<file path="config.mk">
export PLATFORM = sky130hd
export DESIGN_NAME = fp_min_unit
export DESIGN_NICKNAME = d
export VERILOG_FILES = /design/src/rtl/fpmin_pkg.sv /design/src/rtl/fpmin_classify.sv /design/src/rtl/fpmin_select.sv /design/src/rtl/fp_min_unit.sv
export SDC_FILE = /design/constraint.sdc
export NUM_CORES = 1
export LEC_CHECK = 0
export BUFFER_PORTS_ARGS = -buffer_cell sky130_fd_sc_hd__clkbuf_2
export CORE_AREA = 2 2 152 154
export DETAILED_ROUTE_END_ITERATION = 10
export DIE_AREA = 0 0 154 156
export SYNTH_ARGS = -nofsm -noshare
export SYNTH_HDL_FRONTEND = slang
export SYNTH_HIERARCHICAL = 1
export SYNTH_SLANG_ARGS = --single-unit
</file>
<file path="constraint.sdc">
create_clock -name clk -period 4.6 [get_ports clk]
set_clock_uncertainty 0.15 [all_clocks]
set_input_delay 0.69 -clock clk [delete_from_list [all_inputs] [get_ports clk]]
set_output_delay 0.69 -clock clk [all_outputs]
set_load 0.005 [all_outputs]
</file>
<file path="src/rtl/fpmin_pkg.sv">
// Package fpmin_pkg
// Shared operand classification used by the binary64 minimum unit.
// Assumes the classifier and the selector agree on this encoding only.
package fpmin_pkg;

    // Operand category derived from exponent and fraction fields
    typedef enum logic [2:0] {
        CLS_FINITE = 3'd0,
        CLS_ZERO   = 3'd1,
        CLS_INF    = 3'd2,
        CLS_QNAN   = 3'd3,
        CLS_SNAN   = 3'd4
    } fp_cls_e;

    // True for either NaN category
    function automatic logic cls_is_nan(input fp_cls_e c);
        return (c == CLS_QNAN) || (c == CLS_SNAN);
    endfunction

endpackage

</file>
<file path="src/rtl/fpmin_classify.sv">
// Module fpmin_classify
// Sorts one floating-point encoding into zero, finite, infinity,
// quiet NaN or signalling NaN. The quiet bit is the top fraction bit.
// Subnormals are reported as finite. Purely combinational.
module fpmin_classify
    import fpmin_pkg::*;
#(
    parameter int EXP_W  = 11,
    parameter int FRAC_W = 52,
    localparam int FP_W  = 1 + EXP_W + FRAC_W
) (
    input  logic [FP_W-1:0] op,
    output fp_cls_e         cls
);

    logic [EXP_W-1:0]  exp_f;
    logic [FRAC_W-1:0] frac_f;
    logic              exp_ones;
    logic              exp_zero;
    logic              frac_zero;
    logic              sign_unused;

    assign exp_f       = op[FP_W-2 -: EXP_W];
    assign frac_f      = op[FRAC_W-1:0];
    assign sign_unused = op[FP_W-1];

    // Field reductions feeding the category decision
    always_comb begin
        exp_ones  = &exp_f;
        exp_zero  = ~|exp_f;
        frac_zero = ~|frac_f;
    end

    // Category decision, NaN tested first
    always_comb begin
        if (exp_ones && !frac_zero)
            cls = frac_f[FRAC_W-1] ? CLS_QNAN : CLS_SNAN;
        else if (exp_ones)
            cls = CLS_INF;
        else if (exp_zero && frac_zero)
            cls = CLS_ZERO;
        else
            cls = CLS_FINITE;
    end

endmodule

</file>
<file path="src/rtl/fpmin_select.sv">
// Module fpmin_select
// Chooses the minimum of two classified operands. A NaN in the first
// operand beats everything, a NaN in the second beats numbers. Opposite
// signed zeros give negative zero. Otherwise the sign-magnitude order is
// used, and ties take the second operand. NaNs pass through unmodified.
module fpmin_select
    import fpmin_pkg::*;
#(
    parameter int EXP_W  = 11,
    parameter int FRAC_W = 52,
    localparam int FP_W  = 1 + EXP_W + FRAC_W,
    localparam int MAG_W = FP_W - 1
) (
    input  logic [FP_W-1:0] op_a,
    input  logic [FP_W-1:0] op_b,
    input  fp_cls_e         cls_a,
    input  fp_cls_e         cls_b,
    output logic [FP_W-1:0] res,
    output logic            snan_seen
);

    localparam logic [FP_W-1:0] NEG_ZERO = {1'b1, {MAG_W{1'b0}}};

    logic             sgn_a, sgn_b;
    logic [MAG_W-1:0] mag_a, mag_b;
    logic             mag_a_lt, mag_a_gt;
    logic             a_below;
    logic             zero_pair;

    assign sgn_a = op_a[FP_W-1];
    assign sgn_b = op_b[FP_W-1];
    assign mag_a = op_a[MAG_W-1:0];
    assign mag_b = op_b[MAG_W-1:0];

    // Magnitude comparison shared by both sign cases
    always_comb begin
        mag_a_lt = mag_a < mag_b;
        mag_a_gt = mag_a > mag_b;
    end

    // Strict ordering of A below B for non-NaN operands
    always_comb begin
        if (sgn_a != sgn_b)
            a_below = sgn_a;
        else if (sgn_a)
            a_below = mag_a_gt;
        else
            a_below = mag_a_lt;
    end

    // Opposite-signed zero pair detection
    assign zero_pair = (cls_a == CLS_ZERO) && (cls_b == CLS_ZERO) && (sgn_a != sgn_b);

    // Result mux in priority order
    always_comb begin
        if (cls_is_nan(cls_a))
            res = op_a;
        else if (cls_is_nan(cls_b))
            res = op_b;
        else if (zero_pair)
            res = NEG_ZERO;
        else if (a_below)
            res = op_a;
        else
            res = op_b;
    end

    // Invalid-operation indication for signalling inputs
    assign snan_seen = (cls_a == CLS_SNAN) || (cls_b == CLS_SNAN);

endmodule

</file>
<file path="src/rtl/fp_min_unit.sv">
// Module fp_min_unit
// Single-stage binary64 minimum. Operands are the low doubleword of each
// vector input. The result is registered into the low doubleword with the
// upper part zero. Outputs load only when in_valid is high.
// Assumes a synchronous, active-low reset.
module fp_min_unit
    import fpmin_pkg::*;
#(
    parameter int VEC_W  = 128,
    parameter int EXP_W  = 11,
    parameter int FRAC_W = 52,
    localparam int FP_W  = 1 + EXP_W + FRAC_W,
    localparam int HI_W  = VEC_W - FP_W,
    localparam int N_OPS = 2
) (
    input  logic             clk,
    input  logic             rst_n,
    input  logic             in_valid,
    input  logic [VEC_W-1:0] src_a,
    input  logic [VEC_W-1:0] src_b,
    output logic             out_valid,
    output logic [VEC_W-1:0] result,
    output logic             snan_flag
);

    logic [FP_W-1:0] ops [N_OPS];
    fp_cls_e         cls [N_OPS];
    logic [FP_W-1:0] sel_res;
    logic            sel_snan;
    logic            unused_hi;

    assign ops[0]    = src_a[FP_W-1:0];
    assign ops[1]    = src_b[FP_W-1:0];
    assign unused_hi = ^{src_a[VEC_W-1:FP_W], src_b[VEC_W-1:FP_W]};

    // One classifier per operand
    for (genvar gi = 0; gi < N_OPS; gi++) begin : g_cls
        fpmin_classify #(
            .EXP_W  (EXP_W),
            .FRAC_W (FRAC_W)
        ) u_cls (
            .op  (ops[gi]),
            .cls (cls[gi])
        );
    end

    fpmin_select #(
        .EXP_W  (EXP_W),
        .FRAC_W (FRAC_W)
    ) u_sel (
        .op_a      (ops[0]),
        .op_b      (ops[1]),
        .cls_a     (cls[0]),
        .cls_b     (cls[1]),
        .res       (sel_res),
        .snan_seen (sel_snan)
    );

    // Output stage: load on valid, clear on reset
    always_ff @(posedge clk) begin
        if (!rst_n) begin
            out_valid <= 1'b0;
            result    <= '0;
            snan_flag <= 1'b0;
        end else begin
            out_valid <= in_valid;
            if (in_valid) begin
                result    <= {{HI_W{1'b0}}, sel_res};
                snan_flag <= sel_snan;
            end
        end
    end

endmodule

</file>
* Yosys cells after proc, flatten, opt, wreduce, memory -nomap -nowiden *
Index checks and enable logic that the tools add are counted.

word-level totals
  output and inout bits = 130
  memories kept = 0
  memory bits (writable) = 0
  bits of input ports = 259
  bits in registers = 66
  memory bits (read-only) = 0
  latch bits = 0

cells by class
  $add $sub $neg = 0
  multiplexer cells = 14
  $mul = 0
  div/mod/pow operators = 0
  $lt $le $gt $ge = 2
  equality and inequality tests = 7
  shift operators = 0
  reduce and logical (&&, ||, !) cells = 19
  bitwise gates (word level) = 0

operators with widths
  operator                                              number
  2-to-1 mux 64 bit                                     4
  OR reduction 52 bit                                   2
  greater-than comparator 63 bit                        1
  < comparator 63 bit                                   1
  AND reduction 11 bit                                  2
  OR reduction 11 bit                                   2
  2-to-1 mux 3 bit                                      6
  equality test 3 x 1 -> 1 bit (second input constant)  2
  equality test 3 x 2 -> 1 bit (second input constant)  2
  equality test 3 bit (second input constant)           2
  logical AND 1 bit                                     6
  logical NOT 1 bit                                     4
  2-to-1 mux 1 bit                                      4
  logical OR 1 bit                                      3
  != test 1 bit                                         1

* Longest topological paths before layout *
Gate-level depths: netlist (run 1).

  word-level depth = 12
  gate-level depth with buffers = 14
  depth with buffers taken out = 12

* By module *
The synthesis (run 1) kept the hierarchy.

modules (own cells, without submodules)
  module          instances  sequential area each (um^2)  area an instance (um^2)  cells an instance
  fp_min_unit     1          1,321.3                      3,019.1                  277
  fpmin_select    1          0.0                          2,448.6                  331
  fpmin_classify  2          0.0                          209.0                    29

* Worst setup path after synthesis (run 1) *
No wires, ideal clock.

  path kind = input to register
  start = input src_b[61]
  end = register result[10]
  required time = 4.334 ns
  path buffers = 1
  path slack = 0.876 ns
  arrival = 3.458 ns
  library setup time = 0.116 ns
  stages = 13
  cells stage by stage = inv_1 -> ha_1 -> nand4_2 -> or4_4 -> or4_4 -> a211oi_2 -> or4_1 -> mux2i_1 -> o21ai_2 -> buf_2 -> a22o_1 -> mux2i_1 -> nor2b_1

between the ends
  cells in the longest elaborated chain, start to end = 12
  elaborated cells between the ends (all ways) = 22
  those cells by class = 2 x order compare; 3 x eq/ne; 9 x mux; 8 x reduce/logical

RTL lines
  what                                                          RTL line            text
  start, declared                                               fp_min_unit.sv:20   input logic [VEC_W-1:0] src_b,
  branches (longest 10 deep; another with < comparator 63 bit)  --
  2-to-1 mux 64 bit *                                           fpmin_select.sv:58  else if (cls_is_nan(cls_b))
  2-to-1 mux 64 bit *                                           fpmin_select.sv:56  if (cls_is_nan(cls_a))
  named net sel_res[10]                                         fp_min_unit.sv:28   logic [FP_W-1:0] sel_res;
  end signal, assigned                                          fp_min_unit.sv:68   result <= {{HI_W{1'b0}}, sel_res};
  end, declared                                                 fp_min_unit.sv:22   output logic [VEC_W-1:0] result,

Mark *: on every way through the listed nets, which the timed path passes.
A chain may end at the register's enable or synchronous reset.

* Final worst setup path (run 1) *
  start = input src_b[61]
  end = register result[0]

Same word-level chain as after synthesis.

==> results of run 1 <==
cells in the mapped netlist (3+ instances only):
master    count  area (um^2)
nand3_1       9         45.0
or4_1         3         22.5
nor2b_1      66          413
nor4_2       10          125
o21ai_0       9         45.0
buf_2         6         30.0
mux2i_1      66          661
a21boi_0      3         22.5
a21oi_1      24          120
buf_12        5          100
clkbuf_1      6         22.5
dfxtp_1      66         1320
a22o_1       65          569
nand2_1      24         90.1
a211oi_1      4         30.0
nand4_1      18          113
buf_6         7         78.8
inv_1        67          251
nor3_1        6         30.0
and4_1        3         26.3
ha_1         64          801
nor4_1       24          150
buf_4        67          503
nor2_1        9         33.8
power groups by stage:
stage	Sequential [W]	Combinational (W)	Clock (W)
after global placement	0.000652	0.000539	0
after CTS	0.000640	0.000548	0.000741
after floorplan	0.000655	0.000366	0
final	0.000640	0.000544	0.000710
after detailed placement	0.000652	0.000545	0
after global routing	0.000645	0.000607	0.000765
per-layer routing:
layer / wire, um / part of all wire (%) / GRT usage [%]
met1: 8440 / 46 / 19.6
met2: 8470 / 46 / 24.7
met3: 1110 / 6.1 / 2.92
met4: 205 / 1.1 / 4.18
met5: 0 / 0 / 0
logic make-up (layout without fill, tap and decap cells):
family	Yosys count	count (layout)
simple gates	186	186
fa+ha+maj	64	64
flops	66	66
other cells	1	64
compound gates	124	124
buf+inv	159	288
mux	66	66
cell type report:
| cell class | instances | area [um^2] | area share, % |
|---|---|---|---|
| sequential | 66 | 1320 | 18.5 |
| timing repair buffer | 205 | 1100 | 15.4 |
| clock buffer | 11 | 243 | 3.40 |
| multi-input combinational | 504 | 3820 | 53.4 |
| clock inverter | 5 | 53.8 | 0.753 |
| tap | 285 | 357 | 4.99 |
| inverter | 67 | 251 | 3.52 |
per-stage QoR:
| stage | power [W] | utilization (%) | area [um^2] | cells | hold WS (ns) |
|---|---|---|---|---|---|
| after global routing | 0.00202 | 31.9 | 7150 | 1143 | 0.387 |
| final | 0.00189 | 31.9 | 7150 | 1143 | 0.363 |
| after CTS | 0.00193 | 31.9 | 7150 | 1143 | 0.367 |
| after detailed placement | 0.00120 | 30.6 | 6850 | 1127 | 0.353 |
| after global placement | 0.00119 | 30.6 | 6850 | 1127 | 0.346 |
| after floorplan | 0.00102 | - | 6120 | 729 | 0.357 |
sequential cells by signal, summed over array words and instances, names as in the netlist:
signal	cells
result	64
out_valid	1
snan_flag	1
worst min-delay path by stage:
| stage | start | end | slack (ns) |
|---|---|---|---|
| 2_1_floorplan | result[0] | result[0] | 0.36 |
| 5_1_grt | result[1] | result[1] | 0.39 |
| 3_3_place_gp | result[26] | result[26] | 0.35 |
| 4_1_cts | result[28] | result[28] | 0.37 |
| 6_report | result[30] | result[30] | 0.36 |
| 3_5_place_dp | result[30] | result[30] | 0.35 |
critical path: cells and delay by family:
kind	cells	cell delay, ns
simple gates	5	1.67
compound gates	3	0.71
mux	2	0.42
buf+inv	3	0.39
fa+ha+maj	1	0.32
==> out/summary.txt, run 1 <==
FILL cells: 2402
area delta synth->final: 21.4%
fraction of registers with async set or reset after synthesis: 0%
FF+latch count, synth: 66
Flop pwr share: 33.8%
Mean Syn Cell Area: 8.84 um^2
Post-Synth XOR/XNOR Area: 0%
static leakage power: 3.66 nW
Final setup viols: 0
Slew Limit Fails: 0
Initial DRC Count: 243
Max Root-Sink Buffers: 2
CP Data Arrival Time: 4.22 ns
largest vdd supply drop: 0.129 mV
DR WL/cell: 16.0 um
post-layout minimum cycle time: 4.09 ns
drt pass-1 iters: 4
pre-CTS setup slack: 0.0856 ns
DRC: 0
Synth Area in Adders: 13.6%
switching fraction of total power: 31.2%
clock latency on the worst-skew pair: 0.34 ns
Worst Path Required: 4.73 ns
DIE AREA: 24000 um^2
CTS tree: yes
CTS clock-pin slew for the worst setup and hold paths: 0.05 ns
most common flop cell mapped by yosys: dfxtp_1
routability cong.: 0.813
num rows: 55
final hold vios: 0
Via Count: 5348
reg-to-reg startpoint: result[10]
# nets final: 1176
post-CTS sizing: 0
Cell Chain, Critical Path: clkbuf_2, inv_1, ha_1, nand4_2, or4_4, or4_4, a211oi_2, or4_1, mux2i_1, a41o_2, buf_12, a22o_1, mux2i_1, nor2b_1
cells after synthesis: 666
Yosys Warn Count: 6
clk sinks: 66
period utilization: 89.0%
part of the power in combinational logic: 28.7%
crit path capture: result[0]
# hold bufs at CTS: 0
total global-route track usage: 14.9%
share of cells above drive strength 1: 27.6%
mux contribution to synthesized area: 11.2%
Synth Area in Compound Gates: 16.0%
Tightest Hold Check Type: reg2reg
CTS buffer count: 9
actual slew at the worst max-slew pin: 0.887 ns
Starting Density: 26.3%
R2R Setup Slk: 3.83 ns
startpoint types: input port
Internal Pwr Total: 0.00130 W
PnR worst setup slack: 0.506 ns
core area: 22400 um^2
die width: 154 um
Port Buffer Count: 196
Netlist Area Pre-Place: 5890 um^2
post-synthesis simple-gate area fraction: 19.8%
largest net degree at the start of global routing: 67
largest family of logic cells by synthesized area: simple AND/OR/NAND/NOR gates
status: complete, no violations
Max FO, Critical Path: 29
headroom to the max-slew limit: 40.9%
final wirelength: 18.2 mm
Clk network pwr share: 37.5%
most common cell after layout, fill and taps aside: clkbuf_2
I/O pin count: 389
Reg2Reg Capture Point: result[10]
CTS Root Cell: clkbuf_16
crit path max-delay cell type: or4_4
vias per cell: 4.68
sequential area share after synthesis: 22.4%
vias in the first global route: 5098
Max Cap Viol: 0
HPWL after detailed placement: 14.4 mm
Setup crit start: src_b[61]
NetSw: 0.000591 W
Die Ht: 156 um
Crit path largest cell delay: 0.63 ns
Final ANT Viol Nets: 0
hold path depth: 2
initial antenna violation count: 0
EDFF count, synth: 0
pwr/cell area: 265 nW/um^2
Peak Freq: 0.244 GHz
first-pass GRT wire length: 28.0 mm
synth unique cells: 50
postcts setup bufs: 0
endpoint type of the worst setup path: register
Reg2Reg Depth: 2
total gr overflow: 0
final setup TNS: 0 ns
Crit Path Category: in2reg
antenna cells: 0
RSZ-0062 raised after global routing: false
H-Tree Depth: 3
most frequent cells in the layout: 195 x clkbuf_2, 67 x inv_1, 66 x mux2i_1, 66 x nor2b_1, 66 x dfxtp_1
Note: power is estimated with default switching activity, not from simulation.
==> inputs of run 2 (changes only) <==
- ABC_AREA: not set -> 1
- PLACE_DENSITY: not set -> 0.68
==> run 2 against run 1 <==
  * Global-route usage rose by 4.7 points
  * Utilization rose by 11 points
  * Final area rose by 36%
==> out/summary.txt, run 2 <==
cells after synthesis: 1437 (was 666)
CTS clock-pin slew for the worst setup and hold paths: 0.06 ns (was 0.05 ns)
area leader, netlist: dfxtp_1 (unchanged)
Max Root-Sink Buffers: 2 (unchanged)
Final setup viols: 0 (unchanged)
post-layout minimum cycle time: 3.52 ns (was 4.09 ns)
grt met2 use: 34.9% (was 24.7%)
Synth top area share: 15.4% (was 22.4%)
Final ANT Viol Nets: 0 (unchanged)
FF+latch count, synth: 66 (unchanged)
HPWL after detailed placement: 17.5 mm (was 14.4 mm)
first-pass GRT wire length: 38.9 mm (was 28.0 mm)
Initial DRC Count: 369 (was 243)
Cell Area, Placed: 9420 um^2 (was 6850 um^2)
die width: 154 um (unchanged)
CTS Root Cell: clkbuf_16 (unchanged)
most common cell after layout, fill and taps aside: nor2_1 (was clkbuf_2)
post-CTS sizing: 0 (unchanged)
final setup TNS: 0 ns (unchanged)
sequential area share after synthesis: 15.4% (was 22.4%)
final wirelength: 23.8 mm (was 18.2 mm)
DIE AREA: 24000 um^2 (unchanged)
postcts setup bufs: 0 (unchanged)
most frequent cell after synthesis: nor2_1
Synth top cells by count: 288 x nor2_1, 268 x nand2_1, 225 x inv_1 (was 67 x buf_4, 67 x inv_1, 66 x dfxtp_1, 66 x mux2i_1, 66 x nor2b_1)
Peak Freq: 0.284 GHz (was 0.244 GHz)
Tightest Hold Check Type: reg2reg (unchanged)
startpoint types: input port (unchanged)
register name with the most flops: result (unchanged)
area delta synth->final: 13.1% (was 21.4%)
FILL cells: 2438 (was 2402)
Max Cap Viol: 0 (unchanged)
antenna cells: 0 (unchanged)
final hold vios: 0 (unchanged)
# hold bufs at CTS: 0 (unchanged)
actual slew at the worst max-slew pin: 1.01 ns (was 0.887 ns)
Via Count: 8843 (was 5348)
Mean Syn Cell Area: 5.97 um^2 (was 8.84 um^2)
CTS buffer count: 9 (unchanged)
synth unique cells: 30 (was 50)
Crit Path Category: in2reg (unchanged)
Synth area leaders: dfxtp_1 15%, nor2_1 13%, nand2_1 12% (was dfxtp_1 22%, ha_1 14%, mux2i_1 11%)
endpoint type of the worst setup path: register (unchanged)
total gr overflow: 0 (unchanged)
period utilization: 76.5% (was 89.0%)
static leakage power: 5.78 nW (was 3.66 nW)
CTS tree: yes (unchanged)
# nets final: 1909 (was 1176)
met3 usage: 3.47% (was 2.92%)
switching fraction of total power: 36.6% (was 31.2%)
Most Crowded Layer GR: met2 (unchanged)
DR WL/cell: 12.7 um (was 16.0 um)
drt pass-1 iters: 5 (was 4)
EDFF count, synth: 0 (unchanged)
headroom to the max-slew limit: 32.9% (was 40.9%)
pwr/cell area: 219 nW/um^2 (was 265 nW/um^2)
Max FO, Critical Path: 39 (was 29)
largest vdd supply drop: 0.128 mV (was 0.129 mV)
part of the power in combinational logic: 36.6% (was 28.7%)
vias per cell: 4.72 (was 4.68)
most frequent cells in the layout: 288 x nor2_1, 267 x nand2_1, 225 x inv_1, 195 x clkbuf_2, 90 x a21oi_1 (was 195 x clkbuf_2, 67 x inv_1, 66 x mux2i_1, 66 x nor2b_1, 66 x dfxtp_1)
status: complete, no violations (unchanged)
met1 Usage GRT: 24.2% (was 19.6%)
Die Ht: 156 um (unchanged)
Slew Limit Fails: 0 (unchanged)
Port Buffer Count: 196 (unchanged)
core area: 22400 um^2 (unchanged)
CP Data Arrival Time: 3.64 ns (was 4.22 ns)
Flop pwr share: 30.5% (was 33.8%)
NetSw: 0.000778 W (was 0.000591 W)
vias in the first global route: 8220 (was 5098)
fraction of registers with async set or reset after synthesis: 0% (unchanged)
Netlist Area Pre-Place: 8590 um^2 (was 5890 um^2)
Starting Density: 38.4% (was 26.3%)
H-Tree Depth: 3 (unchanged)
RSZ-0062 raised after global routing: false (unchanged)
Total Power: 0.00213 W (was 0.00189 W)
Worst Path Required: 4.72 ns (was 4.73 ns)
clock latency on the worst-skew pair: 0.33 ns (was 0.34 ns)
initial antenna violation count: 1 (was 0)
max reg flops: 64 (unchanged)
DRC: 0 (unchanged)
routability cong.: 0.833 (was 0.813)
most common flop cell mapped by yosys: dfxtp_1 (unchanged)
worst hold slack: 0.320 ns (was 0.363 ns)
post-route cell area: 9710 um^2 (was 7150 um^2)
Internal Pwr Total: 0.00135 W (was 0.00130 W)
largest net degree at the start of global routing: 103 (was 67)
Clk network pwr share: 32.9% (was 37.5%)
total global-route track usage: 19.6% (was 14.9%)
share of cells above drive strength 1: 26.6% (was 27.6%)
Yosys Warn Count: 6 (unchanged)
clk sinks: 66 (unchanged)
top flop regs: result (64), out_valid (1), snan_flag (1) (unchanged)
I/O pin count: 389 (unchanged)
num rows: 55 (unchanged)
run 2: cells by family (layout without fill, tap and decap cells):
logic type | count (synthesis) | after routing | share of synthesized area [%]
simple gates | 786 | 786 | 42.9
buf+inv | 358 | 448 | 20.1
other cells | 1 | 64 | 0.0437
fa+ha+maj | 64 | 64 | 9.33
flops | 66 | 66 | 15.4
compound gates | 162 | 162 | 12.3
run 2: stage by stage:
stage / worst slack (ns) / instances / util (%)
after global routing: 0.697 / 1875 / 43.4
after floorplan: 1.80 / 1500 / -
final: 1.08 / 1875 / 43.4
after detailed placement: 0.689 / 1860 / 42.1
after CTS: 1.03 / 1875 / 43.4
after global placement: 0.727 / 1860 / 42.1
run 2: final timing paths:
kind	from	cells after the start	to	slack, ns
worst max-delay path	src_b[30]	23	result[62]	1.08
worst min-delay path	result[21]	2	result[21]	0.32
worst max register to register	result[13]	2	result[13]	3.86
worst min register to register	result[21]	2	result[21]	0.32
run 2: cell type report:
| class | instances | area, um^2 | share of cell area, % |
|---|---|---|---|
| well taps | 285 | 357 | 3.67 |
| clock buffers | 10 | 229 | 2.36 |
| inverters | 228 | 856 | 8.82 |
| flip-flops and latches | 66 | 1320 | 13.6 |
| multi-input cells | 1076 | 5800 | 59.7 |
| clock inverters | 5 | 56.3 | 0.580 |
| repair buffers | 205 | 1090 | 11.2 |
run 2: routing by layer:
layer,vias up,share of wire (%)
met5,-,0
met4,0,1.1
met3,18,6.3
met2,253,48
met1,3974,44
li1,4598,-
run 2: power by group through the flow:
stage	logic, W	clock network (W)	registers, W
CTS	0.000782	0.000723	0.000649
floorplan	0.000587	0	0.000664
global placement	0.000761	0	0.000660
global route	0.000891	0.000743	0.000655
detailed placement	0.000778	0	0.000661
finish	0.000778	0.000699	0.000648
run 2: critical path, stage by stage:
cell and delay, ns:
clkbuf_2 0.10, inv_1 0.06, ha_1 0.29, nand2_1 0.07
nor2_1 0.15, and2_2 0.20, nand3_2 0.07, nor2_2 0.17
nand2_1 0.07, nand2_1 0.09, nand2_1 0.07, nand2_1 0.06
nand2_1 0.08, nand2_4 0.24, nand2_4 0.32, buf_12 0.31
nand2_2 0.09, nand3_2 0.06, a21oi_2 0.18, inv_1 0.05
nand2_1 0.05, nand2_1 0.06, nor2_1 0.09
==> inputs of run 3 (changes only) <==
- PLACE_DENSITY: 0.68 -> 0.7
- clock period: 4.6 -> 2.99 ns (I/O delays scaled with it)
==> run 3 against run 2 <==
  * Power is 56% higher
  * Worst setup slack lost 0.79 ns
  * Cell count increased by 1.6%
  * Routed wire length up 1.6%
  * Via count increased by 1.8%
  * Largest power group unchanged
  * Sequential power up 54%
  * Die area stayed put
  * Utilization up 1.8 points
==> out/summary.txt, run 3 (synthesis results as in run 2) <==
headroom to the max-slew limit: 47.5% (was 32.9%)
crit path max-delay cell type: nor4_1 (was nand2_4)
DR WL/cell: 12.7 um (about the same)
CP Data Arrival Time: 2.77 ns (was 3.64 ns)
Port Buffer Count: 196 (unchanged)
CTS buffer count: 9 (unchanged)
post-layout minimum cycle time: 2.70 ns
Internal Pwr Total: 0.00211 W (was 0.00135 W)
top flop regs: result (64), out_valid (1), snan_flag (1) (unchanged)
RSZ-0062 raised after global routing: false (unchanged)
share of cells above drive strength 1: 28.0% (was 26.6%)
drt pass-1 iters: 5 (unchanged)
num rows: 55 (unchanged)
antenna cells: 0 (unchanged)
max reg flops: 64 (unchanged)
Cell Area, Placed: 9810 um^2 (was 9420 um^2)
largest vdd supply drop: 0.220 mV (was 0.128 mV)
core area: 22400 um^2 (unchanged)
Final ANT Viol Nets: 0 (unchanged)
NetSw: 0.00121 W (was 0.000778 W)
vias in the first global route: 8548 (was 8220)
Worst Path Required: 3.07 ns (was 4.72 ns)
# nets final: 1938 (was 1909)
post-route cell area: 10100 um^2 (was 9710 um^2)
switching fraction of total power: 36.4% (was 36.6%)
Cell Chain, Critical Path: clkbuf_2, buf_4, nor2_1, nand2_1, nor2_1, nand2_1, nor2_2, nand3_1, o21ai_0, nand2_1, nor4_1, a21oi_4, buf_12, nand3_2, a21oi_2, inv_1, nand2_1, nand2_1, nor2_1 (was clkbuf_2, inv_1, ha_1, nand2_1, nor2_1, and2_2, nand3_2, nor2_2, nand2_1, nand2_1, nand2_1, nand2_1, nand2_1, nand2_4, nand2_4, buf_12, nand2_2, nand3_2, a21oi_2, inv_1, nand2_1, nand2_1, nor2_1)
Via Count: 9005 (was 8843)
part of the power in combinational logic: 38.0% (was 36.6%)
Flop pwr share: 30.1% (was 30.5%)
die width: 154 um (unchanged)
crit path buf inv count: 4 (unchanged)
Starting Density: 38.4% (unchanged)
I/O pin count: 389 (unchanged)
clock latency on the worst-skew pair: 0.34 ns (was 0.33 ns)
vias per cell: 4.73 (was 4.72)
Die Ht: 156 um (unchanged)
status: complete, no violations (unchanged)
total gr overflow: 0 (unchanged)
register name with the most flops: result (unchanged)
Slew Limit Fails: 0 (unchanged)
worst hold slack: 0.318 ns (was 0.320 ns)
actual slew at the worst max-slew pin: 0.788 ns (was 1.01 ns)
Crit Path Category: in2reg (unchanged)
initial antenna violation count: 1 (unchanged)
static leakage power: 5.99 nW (was 5.78 nW)
routability cong.: 0.831 (was 0.833)
Max Root-Sink Buffers: 2 (unchanged)
CTS clock-pin slew for the worst setup and hold paths: 0.06 ns (about the same)
first-pass GRT wire length: 39.9 mm (was 38.9 mm)
largest net degree at the start of global routing: 72 (was 103)
Peak Freq: 0.371 GHz
H-Tree Depth: 3 (unchanged)
CTS tree: yes (unchanged)
CTS Root Cell: clkbuf_16 (unchanged)
period utilization: 90.2%
Max Cap Viol: 0 (unchanged)
startpoint types: input port (unchanged)
cell mode on critical path: nand2_1 (unchanged)
Clk network pwr share: 31.9% (was 32.9%)
Max FO, Critical Path: 33 (was 39)
Tightest Hold Check Type: reg2reg (unchanged)
DRC: 0 (unchanged)
clk sinks: 66 (unchanged)
Final setup viols: 0 (unchanged)
final hold vios: 0 (unchanged)
final wirelength: 24.2 mm (was 23.8 mm)
Initial DRC Count: 332 (was 369)
area delta synth->final: 17.7% (was 13.1%)
HPWL after detailed placement: 18.4 mm (was 17.5 mm)
Crit path largest cell delay: 0.38 ns (was 0.32 ns)
Top delay family on crit path: simple AND/OR/NAND/NOR gates (unchanged)
most frequent cells in the layout: 288 x nor2_1, 267 x nand2_1, 225 x inv_1, 195 x clkbuf_2, 90 x a21oi_1 (unchanged)
most common cell after layout, fill and taps aside: nor2_1 (unchanged)
endpoint type of the worst setup path: register (unchanged)
total global-route track usage: 20.0% (was 19.6%)
DIE AREA: 24000 um^2 (unchanged)
pwr/cell area: 328 nW/um^2 (was 219 nW/um^2)
## run 3: worst paths after layout
check	from	endpoint	slack, ns	depth (start not counted)
max	src_b[30]	result[27]	0.29	19
min	result[9]	result[9]	0.32	2
max reg2reg	result[27]	result[27]	2.25	2
min reg2reg	result[9]	result[9]	0.32	2
## run 3: power by group through the flow
stage	clock [W]	sequential, W	combinational (W)
global route	0.00113	0.00101	0.00144
floorplan	0	0.00102	0.000903
global placement	0	0.00102	0.00123
finish	0.00106	0.000998	0.00126
CTS	0.00110	0.000999	0.00126
detailed placement	0	0.00102	0.00126
## run 3: metal layers
metal  part of all wire, %  track usage (%)  wire [um]  vias to the layer above
li1                      -                -          -                     4659
met4                   1.5             5.52        361                        2
met2                    48             35.5      11700                      274
met1                    44             24.9      10700                     4040
met5                 0.054                0         13                        -
met3                   5.8             3.39       1420                       30
## run 3: what timing repair did
item | in CTS | in global routing
setup buffers | 0 | 0
hold buffers | 0 | 0
setup endpoints to repair | 0 | 5
resized for setup | 0 | 1
## run 3: per-stage QoR
stage | setup TNS [ns] | total power (W) | utilization [%] | setup slack (ns) | std cells
3_5_place_dp | -3.13 | 0.00228 | 43.9 | -0.0893 | 1889
6_report | 0 | 0.00331 | 45.2 | 0.293 | 1905
2_1_floorplan | 0 | 0.00192 | - | 0.431 | 1500
3_3_place_gp | -1.67 | 0.00225 | 43.9 | -0.0679 | 1889
4_1_cts | 0 | 0.00336 | 45.2 | 0.259 | 1905
5_1_grt | 0 | 0.00358 | 45.2 | 0.0622 | 1905
## run 3: area by class of cell
cell class,count,area (um^2)
Tap cell,285,357
Timing Repair Buffer,234,1480
Fill cell,2391,12300
Sequential cell,66,1320
Clock buffer,14,274
Inverter,228,856
Clock inverter,2,10.0
Multi-Input combinational cell,1076,5800
## run 3: worst reg2reg max path, stage by stage, from the launching register on
cell,delay (ns)
dfxtp_1,0.36
nor2_1,0.06
nor2_1,0.12
